### config.mk
export PLATFORM = sky130hd
export DESIGN_NAME = irqc_top
export DESIGN_NICKNAME = d
export VERILOG_FILES = /design/src/rtl/irqc_pkg.sv /design/src/rtl/irqc_prescaler.sv /design/src/rtl/irqc_delay_tmr.sv /design/src/rtl/irqc_thresh_cnt.sv /design/src/rtl/irqc_pending.sv /design/src/rtl/irqc_top.sv
export SDC_FILE = /design/constraint.sdc
export NUM_CORES = 1
export LEC_CHECK = 0
export ABC_AREA = 1
export CORE_MARGIN = 2
export CORE_UTILIZATION = 35
export CTS_BUF_LIST = sky130_fd_sc_hd__clkbuf_8
export DETAILED_ROUTE_END_ITERATION = 10
export DONT_BUFFER_PORTS = 1
export SLEW_MARGIN = 20
export SYNTH_ARGS = -nofsm -noshare
export SYNTH_HDL_FRONTEND = slang
export SYNTH_SLANG_ARGS = --single-unit
### constraint.sdc
create_clock -name clk_i -period 1.6 [get_ports clk_i]
set_input_delay 0.32 -clock clk_i [delete_from_list [all_inputs] [get_ports clk_i]]
set_output_delay 0.32 -clock clk_i [all_outputs]
set_load 0.05 [all_outputs]
### src/rtl/irqc_pkg.sv
`timescale 1ns/1ps
package irqc_pkg;
  localparam int CNT_W    = 8;
  localparam int PEND_W   = 3;
  localparam int EN_LSB   = 12;
  localparam int THR_LSB  = 16;
  localparam int DLY_LSB  = 24;

  localparam int P_IOC = 0;
  localparam int P_DLY = 1;
  localparam int P_ERR = 2;

  typedef struct packed {
    logic [CNT_W-1:0]  delay;
    logic [CNT_W-1:0]  thresh;
    logic [PEND_W-1:0] en;
  } ctrl_fields_t;

  function automatic ctrl_fields_t decode_ctrl(input logic [31:0] w);
    ctrl_fields_t f;
    f.delay  = w[DLY_LSB +: CNT_W];
    f.thresh = w[THR_LSB +: CNT_W];
    f.en     = w[EN_LSB +: PEND_W];
    return f;
  endfunction
endpackage

### src/rtl/irqc_prescaler.sv
`timescale 1ns/1ps
module irqc_prescaler #(
  parameter int PRESCALE = 4
) (
  input  logic clk_i,
  input  logic rst_ni,
  input  logic restart_i,
  output logic tick_o
);
  localparam int PS_W = (PRESCALE > 1) ? $clog2(PRESCALE) : 1;
  localparam logic [PS_W-1:0] LAST = PS_W'(PRESCALE - 1);

  logic [PS_W-1:0] cnt_q;

  assign tick_o = (cnt_q == LAST) && !restart_i;

  always_ff @(posedge clk_i or negedge rst_ni) begin
    if (!rst_ni)                 cnt_q <= '0;
    else if (restart_i || tick_o) cnt_q <= '0;
    else                         cnt_q <= cnt_q + 1'b1;
  end

  AST_PS_RESTART: assert property (@(posedge clk_i) disable iff (!rst_ni)
    restart_i |=> (cnt_q == '0));
endmodule

### src/rtl/irqc_delay_tmr.sv
`timescale 1ns/1ps
module irqc_delay_tmr
  import irqc_pkg::*;
(
  input  logic             clk_i,
  input  logic             rst_ni,
  input  logic             done_i,
  input  logic [CNT_W-1:0] delay_i,
  input  logic             tick_i,
  output logic             load_o,
  output logic             expire_o,
  output logic [CNT_W-1:0] timer_o
);
  logic [CNT_W-1:0] timer_q;

  assign load_o   = done_i && (delay_i != '0);
  assign expire_o = !load_o && tick_i && (timer_q == CNT_W'(1));
  assign timer_o  = timer_q;

  always_ff @(posedge clk_i or negedge rst_ni) begin
    if (!rst_ni)                          timer_q <= '0;
    else if (load_o)                      timer_q <= delay_i;
    else if (tick_i && timer_q != '0)     timer_q <= timer_q - 1'b1;
  end

  AST_TMR_LOAD: assert property (@(posedge clk_i) disable iff (!rst_ni)
    (done_i && delay_i != '0) |=> (timer_q == $past(delay_i)));
  AST_TMR_HOLD: assert property (@(posedge clk_i) disable iff (!rst_ni)
    (!done_i && !tick_i) |=> $stable(timer_q));
endmodule

### src/rtl/irqc_thresh_cnt.sv
`timescale 1ns/1ps
module irqc_thresh_cnt
  import irqc_pkg::*;
#(
  parameter int RST_COUNT = 1
) (
  input  logic             clk_i,
  input  logic             rst_ni,
  input  logic             ctrl_wr_i,
  input  logic             done_i,
  input  logic             reload_i,
  input  logic [CNT_W-1:0] thresh_i,
  output logic             ioc_o,
  output logic [CNT_W-1:0] count_o
);
  logic [CNT_W-1:0] count_q;

  assign ioc_o   = done_i && !ctrl_wr_i && (count_q == CNT_W'(1));
  assign count_o = count_q;

  always_ff @(posedge clk_i or negedge rst_ni) begin
    if (!rst_ni)        count_q <= CNT_W'(RST_COUNT);
    else if (ctrl_wr_i) count_q <= thresh_i;
    else if (done_i) begin
      if (count_q == CNT_W'(1)) count_q <= thresh_i;
      else                      count_q <= count_q - 1'b1;   // 0 wraps
    end
    else if (reload_i)  count_q <= thresh_i;
  end

  AST_CNT_DEC: assert property (@(posedge clk_i) disable iff (!rst_ni)
    (done_i && !ctrl_wr_i && count_q != CNT_W'(1)) |=> (count_q == $past(count_q) - 1'b1));
  AST_CNT_WR: assert property (@(posedge clk_i) disable iff (!rst_ni)
    ctrl_wr_i |=> (count_q == $past(thresh_i)));
endmodule

### src/rtl/irqc_pending.sv
`timescale 1ns/1ps
module irqc_pending
  import irqc_pkg::*;
(
  input  logic              clk_i,
  input  logic              rst_ni,
  input  logic [PEND_W-1:0] set_i,
  input  logic [PEND_W-1:0] clr_i,
  output logic [PEND_W-1:0] pend_o
);
  for (genvar i = 0; i < PEND_W; i++) begin : g_bit
    logic p_q;
    always_ff @(posedge clk_i or negedge rst_ni) begin
      if (!rst_ni)       p_q <= 1'b0;
      else if (set_i[i]) p_q <= 1'b1;
      else if (clr_i[i]) p_q <= 1'b0;
    end
    assign pend_o[i] = p_q;

    AST_SET_WINS: assert property (@(posedge clk_i) disable iff (!rst_ni)
      set_i[i] |=> p_q);
  end
endmodule

### src/rtl/irqc_top.sv
`timescale 1ns/1ps
module irqc_top
  import irqc_pkg::*;
#(
  parameter int PRESCALE  = 4,
  parameter int RST_COUNT = 1
) (
  input  logic              clk_i,
  input  logic              rst_ni,
  input  logic              done_i,
  input  logic              err_i,
  input  logic [31:0]       ctrl_i,
  input  logic              ctrl_wr_i,
  input  logic [PEND_W-1:0] clr_i,
  output logic [PEND_W-1:0] pend_o,
  output logic [CNT_W-1:0]  count_o,
  output logic [CNT_W-1:0]  timer_o,
  output logic              irq_o
);
  ctrl_fields_t     cf;
  logic             tick, load, expire, ioc;
  logic [PEND_W-1:0] set_v;
  logic             unused_ctrl;

  assign cf          = decode_ctrl(ctrl_i);
  assign unused_ctrl = ^{ctrl_i[15], ctrl_i[11:0]};

  irqc_prescaler #(.PRESCALE(PRESCALE)) u_ps (
    .clk_i(clk_i), .rst_ni(rst_ni), .restart_i(load), .tick_o(tick));

  irqc_delay_tmr u_tmr (
    .clk_i(clk_i), .rst_ni(rst_ni), .done_i(done_i), .delay_i(cf.delay),
    .tick_i(tick), .load_o(load), .expire_o(expire), .timer_o(timer_o));

  irqc_thresh_cnt #(.RST_COUNT(RST_COUNT)) u_cnt (
    .clk_i(clk_i), .rst_ni(rst_ni), .ctrl_wr_i(ctrl_wr_i), .done_i(done_i),
    .reload_i(expire), .thresh_i(cf.thresh), .ioc_o(ioc), .count_o(count_o));

  always_comb begin
    set_v        = '0;
    set_v[P_IOC] = ioc;
    set_v[P_DLY] = expire;
    set_v[P_ERR] = err_i;
  end

  irqc_pending u_pend (
    .clk_i(clk_i), .rst_ni(rst_ni), .set_i(set_v), .clr_i(clr_i), .pend_o(pend_o));

  assign irq_o = |(pend_o & cf.en);

  AST_IOC_SRC: assert property (@(posedge clk_i) disable iff (!rst_ni)
    $rose(pend_o[P_IOC]) |-> $past(done_i));
  AST_DLY_SRC: assert property (@(posedge clk_i) disable iff (!rst_ni)
    $rose(pend_o[P_DLY]) |-> ($past(timer_o) == CNT_W'(1) && timer_o == '0));
  AST_ERR_SRC: assert property (@(posedge clk_i) disable iff (!rst_ni)
    $rose(pend_o[P_ERR]) |-> $past(err_i));
  AST_IRQ_NEEDS_PEND: assert property (@(posedge clk_i) disable iff (!rst_ni)
    irq_o |-> (pend_o != '0));
endmodule

* Word level (Yosys, flattened, before mapping)
Index checks and enable logic that the tools add are counted. W data, S select, Z words.
Word-level totals: output and inout bits 20, bits in registers 21, logic and storage cells 44
Operators by class: mux-type cells 13, add/sub/neg operators 3, reductions and logical operators 18, bitwise logic cells 1, equal/unequal tests 3
Operators by type and width (number):
- $mux W8 | 6
- $eq A8 B1 Y1 const B | 2
- $reduce_bool A8 Y1 | 2
- $sub A8 B1 Y8 const B | 2
- $reduce_bool A2 Y1 | 4
- $logic_and A1 B1 Y1 | 7
- $mux W1 | 6
- $and A3 B3 Y3 | 1
- $reduce_bool A3 Y1 | 1
- $reduce_or A3 Y1 | 1
- $add A2 B1 Y2 const B | 1
- $eq A2 B2 Y1 const B | 1
- $logic_not A1 Y1 | 2
- $mux W2 | 1
- $logic_or A1 B1 Y1 | 1

* Depth between registers and ports, before layout
depth in word-level cells 9, depth in mapped cells 9

* Cells and area by module
From an unflattened synthesis, not the netlist that was laid out.
Second synthesis, totals: cell total of the unflattened synthesis 235, area, all modules 1619.1 µm²
By module, submodules not included:
- irqc_delay_tmr | area each 694.4 µm², cells an instance 109, times used 1
- irqc_thresh_cnt | area each 676.9 µm², cells an instance 94, times used 1
- irqc_pending | area each 142.6 µm², cells an instance 18, times used 1
- irqc_prescaler | area each 88.8 µm², cells an instance 10, times used 1
- irqc_top | area each 16.3 µm², cells an instance 4, times used 1

* Least setup slack after synthesis
No wires, ideal clock.
kind flip-flop to flip-flop, start register u_cnt.count_q[1] (netlist: u_cnt.count_o[1]), end register u_cnt.count_q[7] (netlist: u_cnt.count_o[7]), path buffers 0, arrival 1.570 ns, library setup time 0.119 ns, path slack -0.089 ns, required time 1.481 ns, period minus slack after synthesis 1.689 ns, cell stages (with the launch flop) 9, cells stage by stage dfrtp_1 > inv_1 > ha_1 > nand3_1 > nor2_4 > nor2_4 > nand3_1 > nand3_1 > nand2_1
Between the ends: cells in the longest elaborated chain, start to end 4
RTL lines:
- start, declared | line irqc_thresh_cnt.sv:16 | logic [CNT_W-1:0] count_q;
- start signal, assigned | line irqc_thresh_cnt.sv:22 | if (!rst_ni) count_q <= CNT_W'(RST_COUNT);
- start signal, assigned | line irqc_thresh_cnt.sv:23 | else if (ctrl_wr_i) count_q <= thresh_i;
- start signal, assigned | line irqc_thresh_cnt.sv:25 | if (count_q == CNT_W'(1)) count_q <= thresh_i;
- $sub A8 B1 Y8 or $eq A8 B1 Y1 (tied branches) | line irqc_thresh_cnt.sv:26, irqc_thresh_cnt.sv:25
- $mux W8 * | line irqc_thresh_cnt.sv:25
- $mux W8 * | line irqc_thresh_cnt.sv:24 | else if (done_i) begin
- $mux W8 * | line irqc_thresh_cnt.sv:23
Every way passes the cells marked *; elsewhere a longest branch is shown, timed or not. A chain may end at the register's enable or synchronous reset.

* Worst setup path after layout
start register u_cnt.count_q[0] (netlist: u_cnt.count_o[0]), end register u_cnt.count_q[6] (netlist: u_cnt.count_o[6])
Same word-level chain as after synthesis.

==> summary.txt <==
Outcome
  • Status: finished, final reports clean

Floorplan
  • I/O Pins: 60
  • Core area: around 4000 sq um
  • Site Rows: 23
  • Die width: 70.0 um
  • DIE AREA: 4890 sq um
  • Initial Util: 37.3%
  • DIE HEIGHT: 70.0 um

Critical path
  • CP max-delay cell: dfstp_2
  • Arr. time, crit path: approximately 1.7 ns
  • Worst setup EP type: flop
  • Kind of critical path: flop to flop
  • Crit path max fanout: 8
  • CP startpoint kind: flop
  • CP Cell Sequence: ha_1 > nand3_2 > o21ai_4 > nand2_1 > nand2_1 > nand2_1 > nand2_1
  • Crit-path most repeated cell: nand2_1
  • WP data required: roughly 1.8 ns
  • CP Launch Point: u_cnt.count_o[0]$_DFFE_PN1P_
  • Largest stage delay on the critical path: 0.55 ns
  • Reg2reg start: u_cnt.count_o[0]$_DFFE_PN1P_

Clock network
  • H-tree Lvls: 1
  • CTS tree: built
  • Root Buffer: clkbuf_8
  • Max clock buf depth: 2
  • Clk sinks: 21
  • Worst-path clk slew: 0.08 ns
  • Setup bufs post-CTS: 0
  • Worst-Skew Late Latency: 0.26 ns
  • Cts bufs inserted: 3

Place
  • GP Congestion: approximately 0.77
  • # port buffers: 0
  • Worst slack, placed: 0.0899 ns
  • Dpl hpwl: 2.81 mm

Final layout
  • FILL cells: 448
  • Sequential Area: 528 sq um
  • Share of cells above drive strength 1: 21.9%
  • Multi-input gate area: 887 sq um
  • Ant diodes: 0
  • Fin nets: 280
  • Leading cell types in the layout, fill and taps excluded: nand2_1, nand3_1, inv_1, buf_4, dfrtp_1
  • Area Growth Syn to Fin: 16.7%
  • Commonest non-fill, non-tap cell in the layout: nand2_1

Routing
  • Vias post-DR: 1360
  • Final ANT Viol Nets: 0
  • Remaining design rule violation count: 0
  • Pre-antenna DRT Iters: 4
  • Drt wl/cell: approximately 13 um
  • WL final: 3.68 mm
  • Via/cell ratio: roughly 4.8
  • Starting DRT DRC Count: 70

Logic synthesis
  • Synth Instances: 212
  • Synthesized area per cell: 7.18 sq um
  • Syn nets: 258
  • Yosys reg bits: 21
  • Post-Syn Area: 1520 sq um
  • Number of synthesis warnings: 0
  • Register area share after synthesis: 34.6%
  • Synth unique cells: 25

Timing
  • Clk_skew: between 0.003 and 0.004 ns
  • Final Hold Viols: 0
  • Slew Limit Fails: 0
  • Setup violations, final: 0
  • Fin crit period: 1.48 ns
  • Tightest Pin Transition: 0.489 ns
  • Final setup margin: 0.115 ns
  • Max-slew headroom: roughly 67%
  • Fin crit share: 92.8%
  • RSZ-0062 raised after global routing: false
  • Fin Setup TNS: 0 ns
  • Fmax: ~670 MHz

Hold path
  • Hold WC Path Type: input port to asynchronous set/reset pin

Pwr
  • Peak VDD IR: 0.000366 V
  • Power density cells: 1020 nW/um^2
  • P_leak: approximately 0.0009 uW

GRT
  • GRT Util Overall: roughly 16%
  • GRT Residual Overflow: 0
  • Pin count of the biggest net entering global routing: 22
  • Antenna violations before repair: 0
  • Vias in the first global route: approximately 1.3k
  • First-pass GRT wire length: 6.43 mm

Flow run
  • # Max-Cap Violations: 0
[per-layer routing]
layer,routed length [um],GRT usage [%]
met1,1720,23.1
met2,1730,25.2
met3,221,3.03
met4,14,3.21
met5,0,0
[repair_timing]
item	in CTS	in global routing
hold buffers	1	0
setup endpoints to repair	0	7
hold endpoints to repair	21	0
gates resized for setup	0	1
[worst paths after layout]
path                                                    to  slack, ns  cells after the start
setup / recovery              u_cnt.count_o[6]$_DFFE_PN0P_       0.12                      7
hold / removal                u_cnt.count_o[3]$_DFFE_PN0P_       0.01                      1
setup reg to reg              u_cnt.count_o[6]$_DFFE_PN0P_       0.12                      7
hold reg to reg                    u_ps.cnt_q[0]$_DFF_PN0_       0.44                      1
max in group asynchronous     u_cnt.count_o[1]$_DFFE_PN0P_       1.24                      1
min in group clk_i         u_pend.g_bit[2].p_q$_DFFE_PN0P_       0.15                      1
[flip-flops by register name (all words and copies together) (netlist names)]
name and count:
u_cnt.count_o 8, u_pend.g_bit.p_q 3, u_ps.cnt_q 2, u_tmr.timer_o 8
[logic make-up after synthesis]
family	share of synthesized area [%]
compound gates	4.68
xor+xnor	4.60
fa+ha+maj	4.93
buf+inv	7.48
flops	34.6
simple gates	43.7
[area by class of cell]
type                       count  area share [%]
timing repair buffer          22            9.86
tap                           50            3.52
multi-input combinational    165            49.9
inverter                      21            4.44
clock buffer                   3            2.32
sequential                    21            29.7
clock inverter                 1           0.211
[Yosys cell counts (all sizes together)]
cell	number	area, sq um
buf	5	35.0
nand4	2	12.5
ha	6	75.1
xnor2	3	26.3
nor2	28	155
inv	21	78.8
o22ai	1	6.26
dfrtp	20	500
nand3	30	163
o21bai	1	7.51
or2	2	12.5
xor2	5	43.8
nand2	80	323
o21ai	7	57.6
dfstp	1	26.3
[critical path, delay by kind of cell (launching register included)]
family,cells,cell delay (ns)
adders and majority gates,1,0.17
DFF,1,0.55
and+or+nand+nor,5,0.39
AOI/OAI and AO/OA,1,0.30
[per-stage QoR]
stage	hold slack (ns)	instances	util, %	cell area (sq um)	total power, uW
2_1_floorplan	0.0244	212	-	1520	1260
3_3_place_gp	0.0250	278	42.1	1720	1440
3_5_place_dp	0.0250	278	42.1	1720	1450
4_1_cts	0.149	283	43.5	1780	1830
5_1_grt	0.0474	283	43.5	1780	1940
6_report	0.00959	283	43.5	1780	1810
[power breakdown]
part	leakage (uW)	internal, uW	switching [uW]
registers	0.000256	600	52.0
clock network	0.0000269	171	186
logic	0.000616	245	554
Note: power is estimated with default switching activity, not from simulation.
